[config.mk]
export PLATFORM = sky130hd
export DESIGN_NAME = shift_clk_gen
export DESIGN_NICKNAME = d
export VERILOG_FILES = /design/src/rtl/scg_pkg.sv /design/src/rtl/scg_sync.sv /design/src/rtl/scg_divider.sv /design/src/rtl/scg_gate.sv /design/src/rtl/shift_clk_gen.sv
export SDC_FILE = /design/constraint.sdc
export NUM_CORES = 1
export LEC_CHECK = 0
export BUFFER_PORTS_ARGS = -buffer_cell sky130_fd_sc_hd__buf_2
export CAP_MARGIN = 5
export CORE_AREA = 4 4 41 43
export CTS_CLUSTER_DIAMETER = 50
export DETAILED_ROUTE_END_ITERATION = 6
export DIE_AREA = 0 0 45 47
export PLACE_DENSITY = 0.71
export SKIP_LAST_GASP = 1
export SYNTH_ARGS = -nofsm -noshare
export SYNTH_HDL_FRONTEND = slang
export SYNTH_SLANG_ARGS = --single-unit
[constraint.sdc]
create_clock -name clk -period 1.8 [get_ports clk]
set_clock_uncertainty 0.05 [all_clocks]
set_input_delay 0.09 -clock clk [delete_from_list [all_inputs] [get_ports clk]]
set_output_delay 0.09 -clock clk [all_outputs]
set_load 0.005 [all_outputs]
[src/rtl/scg_pkg.sv]
package scg_pkg;
  // Map a select code to log2 of the divide ratio; codes above max fall back to 0 (ratio 1).
  function automatic int ratio_log2(input int sel, input int max_log2);
    if (sel <= max_log2) return sel;
    return 0;
  endfunction
endpackage

[src/rtl/scg_sync.sv]
module scg_sync #(
  parameter int WIDTH  = 2,
  parameter int STAGES = 2,
  parameter logic [WIDTH-1:0] RST_VAL = '0
) (
  input  logic             clk,
  input  logic             rst,
  input  logic [WIDTH-1:0] d,
  output logic [WIDTH-1:0] q
);
  logic [WIDTH-1:0] stg [STAGES];

  always_ff @(posedge clk) begin
    if (rst) stg[0] <= RST_VAL;
    else     stg[0] <= d;
  end

  for (genvar i = 1; i < STAGES; i++) begin : g_stage
    always_ff @(posedge clk) begin
      if (rst) stg[i] <= RST_VAL;
      else     stg[i] <= stg[i-1];
    end
  end

  assign q = stg[STAGES-1];
endmodule

[src/rtl/scg_divider.sv]
module scg_divider
  import scg_pkg::*;
#(
  parameter int SEL_W    = 3,
  parameter int MAX_LOG2 = 4
) (
  input  logic             clk,
  input  logic             rst,
  input  logic [SEL_W-1:0] div_sel,
  output logic             tick,
  output logic             ref_q
);
  localparam int CNT_W = (MAX_LOG2 < 1) ? 1 : MAX_LOG2;

  logic [CNT_W-1:0] cnt;
  logic [CNT_W-1:0] lim;
  int               lg;

  always_comb begin
    lg   = ratio_log2(int'(div_sel), MAX_LOG2);
    lim  = CNT_W'((1 << lg) - 1);
    tick = (cnt == '0);
  end

  always_ff @(posedge clk) begin
    if (rst) begin
      cnt   <= '0;
      ref_q <= 1'b0;
    end else begin
      cnt   <= (cnt >= lim) ? '0 : cnt + 1'b1;
      ref_q <= tick;
    end
  end


  ref_single_chk: assert property (@(posedge clk) disable iff (rst)
    (tick && lim != '0 && $stable(div_sel)) |=> !tick);
endmodule

[src/rtl/scg_gate.sv]
module scg_gate (
  input  logic clk,
  input  logic rst,
  input  logic in_blank,
  input  logic flag_s,
  input  logic tick,
  output logic shift_q
);
  logic flag_d;
  logic early_used;
  logic drop_next;
  logic flag_rise;
  logic early_fire;
  logic normal;

  always_comb begin
    flag_rise  = flag_s & ~flag_d;
    early_fire = in_blank & flag_rise & ~early_used;
    normal     = tick & ~in_blank;
  end

  always_ff @(posedge clk) begin
    if (rst) begin
      flag_d     <= 1'b0;
      early_used <= 1'b0;
      drop_next  <= 1'b0;
      shift_q    <= 1'b0;
    end else begin
      flag_d  <= flag_s;
      shift_q <= early_fire | (normal & ~drop_next);
      if (!in_blank)       early_used <= 1'b0;
      else if (early_fire) early_used <= 1'b1;
      if (early_fire)      drop_next  <= 1'b1;
      else if (normal)     drop_next  <= 1'b0;
    end
  end


  blank_gate_chk: assert property (@(posedge clk) disable iff (rst)
    (in_blank && !early_fire) |=> !shift_q);


  one_early_chk: assert property (@(posedge clk) disable iff (rst)
    (early_used && in_blank) |=> !(shift_q && !$past(tick)));


  drop_clear_chk: assert property (@(posedge clk) disable iff (rst)
    ($fell(drop_next) && !$past(rst)) |-> ($past(tick) && !$past(in_blank)));
endmodule

[src/rtl/shift_clk_gen.sv]
module shift_clk_gen #(
  parameter int SEL_W       = 3,
  parameter int MAX_LOG2    = 4,
  parameter int SYNC_STAGES = 2
) (
  input  logic             clk,
  input  logic             rst,
  input  logic             blank_n,
  input  logic             split_flag,
  input  logic [SEL_W-1:0] div_sel,
  output logic             shift_clk,
  output logic             ref_clk
);
  logic [1:0] sync_in;
  logic [1:0] sync_out;
  logic       tick;
  logic       ref_q;
  logic       shift_q;

  assign sync_in = {blank_n, split_flag};

  scg_sync #(.WIDTH(2), .STAGES(SYNC_STAGES), .RST_VAL(2'b00)) u_sync (
    .clk (clk),
    .rst (rst),
    .d   (sync_in),
    .q   (sync_out)
  );

  scg_divider #(.SEL_W(SEL_W), .MAX_LOG2(MAX_LOG2)) u_div (
    .clk     (clk),
    .rst     (rst),
    .div_sel (div_sel),
    .tick    (tick),
    .ref_q   (ref_q)
  );

  scg_gate u_gate (
    .clk      (clk),
    .rst      (rst),
    .in_blank (~sync_out[1]),
    .flag_s   (sync_out[0]),
    .tick     (tick),
    .shift_q  (shift_q)
  );

  assign shift_clk = shift_q;
  assign ref_clk   = ref_q;


  reset_low_chk: assert property (@(posedge clk) rst |=> (!shift_clk && !ref_clk));


  shift_phase_chk: assert property (@(posedge clk) disable iff (rst)
    (shift_clk && !ref_clk) |-> $past(~sync_out[1]));
endmodule

==> summary.md <==
The most used flip-flop cell after synthesis was dfxtp_1. The detailed-placement wirelength estimate is 614.6 um, and the count of standard-cell rows is 13. The worst register-to-register path begins at u_div.cnt[0]$_SDFF_PP0_. The most frequent cell after synthesis was dfxtp_1. The logs give 0.06039 ns for the minimum hold slack and 2115 sq um for the overall die area. The cell at the root of the clock tree was clkbuf_4. The endpoint identified for the worst register-to-register timing path is u_div.cnt[2]$_SDFF_PP0_.

Ranked by instance count, the synthesized netlist is headed by dfxtp_1 (13), ha_1 (6), and2b_1 (5), nor2_1 (5), inv_1 (4). The initial cell density of the core is 0.4423, and the worst-case register-to-register setup slack is 0.37 ns. A synthesized cell averages 10.46 sq um. After layout, the design draws a total of 0.0006045 W. The tools report the proportion of synthesized chip area in sequential cells as 0.4522. The type of element launching the critical path was a register. The tools report the count of max-cap constraint violations as 0. Yosys mapped a number of flops with a built-in enable equal to 0.

At the pin with the least slew margin, the transition time is 0.4812 ns. In this run the deepest clock path goes through 2 buffers. The number of setup buffers added after CTS is 0.

Cell type contributing the most total cell area after synthesis: dfxtp_1. The logs give 0 for the number of antenna violations at the first check in global routing and 0 for the post-route antenna net violation count. The combined area of all synthesized cells is 575.6 sq um. After clock tree synthesis, the clock-pin slew on the worst setup and hold paths is 0.07 ns.

The logs give 0.6991 GHz for the highest clock rate and 3 for the number of CTS-inserted buffers. The origin of the worst min-delay path was rst. During synthesis, Yosys emitted a total of 0 warnings. Synthesis produced a netlist with a net count of 68. The portion of synthesized cell area occupied by the leading cell type was 0.4522; the total core area was 1301 sq um. For the final routed DRC violation total, the log shows 0. The clock latency of the later-clocked register in the worst-skew pair is 0.27 ns, and the width of the chip is 45 um. Setup repair after global routing left no endpoint under its margin. The routed layout has 393 vias. TritonCTS built the clock tree. In the post-synthesis netlist, the biggest area contributors are dfxtp_1 (45%), ha_1 (13%), and2b_1 (6.5%). The flip-flop and latch count after synthesis came out at 13.

STA puts the critical path data required time at 1.90 ns. The final sum of negative setup slack is 0 ns. The flow ran to the end, and the final reports show no timing, DRC or antenna violations.

Summed over all cells, the static leakage comes to 0.3003 nW. For the placer's final routability congestion estimate, the log shows 0.6937. In this run, the number of DRC markers left after iteration 0 of detailed routing was 0. In this run the count of I/O pins placed on the die edge is 9.

The share of flip-flops with an asynchronous set or reset after synthesis is 0, and the shortest period the worst path allows is 1.430 ns. Wires add up to 818 um. For this run the aggregate overflow at the end of global routing stands at 0.

In this run the power density over the cells is 903.0 nW/um^2. The number of max-slew violations in the final report came out at 0. The count of mapped cells out of synthesis was 55. After clock tree synthesis, the repair step resized 0 gates. The routed wirelength normalized by instance count came out at 9.855 um.

The CTS H-tree depth came out at 1. The category of the critical setup timing path was register to register. The ratio of cells with drive above 1 in the final layout is 0.2059, and the first-pass GRT wire length is 1504 um.

The data arrival time of the critical path is 1.53 ns. The path with the worst hold slack has its endpoint at u_gate.early_used$_SDFFE_PP0P_. Setup violations remaining at the end of the flow were counted as 0.

Entering global routing, the biggest net connects 11 pins. Input and output buffers added on the ports amount to 8. The sort of element at the end of the critical path is a register. The overall fraction of global-route tracks in use came out at 0.09929.

The fraction of the cycle the final worst path needs was 0.7947. The worst hold-check path type is input port to register. From bottom edge to top edge, the die measures 47 um. The worst register-to-register path has a depth of 5. Hold violation count in the final report: 0. The net count of the finished layout is 82, and the filler cell count is 124.

The worst ir drop on vdd was 590.7 uV; the number of clock sinks seen by CTS was 13. The number of cells on the worst hold path is 2. The number of detailed-routing iterations run before antenna repair was 1; the count of distinct cell types in the synthesized netlist was 23.

The worst max-slew margin expressed relative to the limit was 0.6758; the signed area change from the synthesized netlist to the final layout was 16.30%. Number of vias per cell: 4.735. The repair_antennas step left the layout with diodes totalling 0.

The number of global-route vias before repair came out at 388. The largest fanout on the critical path works out to 4.
-- logic make-up after synthesis --
logic type / count (synthesis) / share of synthesized area
fa+ha+maj: 6 / 0.1304
flops: 13 / 0.4522
buf+inv: 5 / 0.04564
xor+xnor: 3 / 0.04566
simple gates: 21 / 0.2413
compound gates: 7 / 0.08477
-- report_power, final --
group	switching [W]	internal [W]
registers	0.0000146	0.000312
logic	0.0000496	0.0000570
clock network	0.0000859	0.0000857
total	0.000150	0.000454
-- flip-flops by register name (all words and copies together) (netlist names) --
signal and cells:
u_gate.early_used 1, u_div.ref_q 1, u_gate.flag_d 1, u_gate.drop_next 1
u_gate.shift_q 1, u_sync.stg 4, u_div.cnt 4
-- timing repair --
item | CTS | global route
endpoints found under the hold margin | 2 | 0
setup endpoints to repair | 0 | 0
hold buffers | 2 | 0
-- cells in the final DEF, fill, tap and decap left out, types with 2 or more instances in the layout --
master	synthesis	layout
and2b_1	5	5
inv_1	4	4
dfxtp_1	13	13
nor2_1	5	5
buf_2	0	8
clkbuf_4	0	3
dlygate4sd3_1	0	2
ha_1	6	6
a211oi_1	2	2
xnor2_1	2	2
nand2b_1	2	2
nand2_1	2	2
-- how the worst max path moves through the flow --
| stage | startpoint | endpoint | slack [ns] |
|---|---|---|---|
| after CTS | u_div.cnt[0]$_SDFF_PP0_ | u_div.cnt[2]$_SDFF_PP0_ | 0.38 |
| final | u_div.cnt[0]$_SDFF_PP0_ | u_div.cnt[2]$_SDFF_PP0_ | 0.37 |
| after detailed placement | div_sel[0] | u_div.cnt[2]$_SDFF_PP0_ | 0.20 |
| after floorplan | div_sel[0] | u_div.cnt[2]$_SDFF_PP0_ | 0.50 |
| after global placement | div_sel[0] | u_div.cnt[2]$_SDFF_PP0_ | 0.25 |
| after global routing | u_div.cnt[0]$_SDFF_PP0_ | u_div.cnt[0]$_SDFF_PP0_ | 0.28 |
-- critical path: stages, from the launching register on --
cell     delay [ns]
dfxtp_1        0.37
inv_1          0.07
ha_1           0.28
nor3b_1        0.04
o21ai_0        0.41
nor2_1         0.09
-- layer usage --
metal	global-route usage	vias to the layer above	routed length [um]
met5	0	-	0
met4	0.03509	0	7
met2	0.1554	6	391
met1	0.1132	173	369
met3	0.05747	2	49
li1	-	212	-
-- through the flow --
stage	utilization	setup WS [ns]	instance area, sq um	cells
3_5_place_dp	0.4788	0.2049	623.1	77
4_1_cts	0.5144	0.3807	669.4	83
5_1_grt	0.5144	0.2792	669.4	83
3_3_place_gp	0.4788	0.2505	623.1	77
2_1_floorplan	-	0.4961	575.6	55
6_report	0.5144	0.3695	669.4	83
-- final cells by class --
type | instances | area (sq um) | share of cell area
clock buffer | 4 | 26.28 | 0.03925
inverter | 4 | 15.01 | 0.02243
multi-input combinational | 37 | 289.0 | 0.4318
sequential | 13 | 260.3 | 0.3888
tap | 15 | 18.77 | 0.02804
timing repair buffer | 10 | 60.06 | 0.08972
No activity file was read; power rests on OpenSTA's default activity.
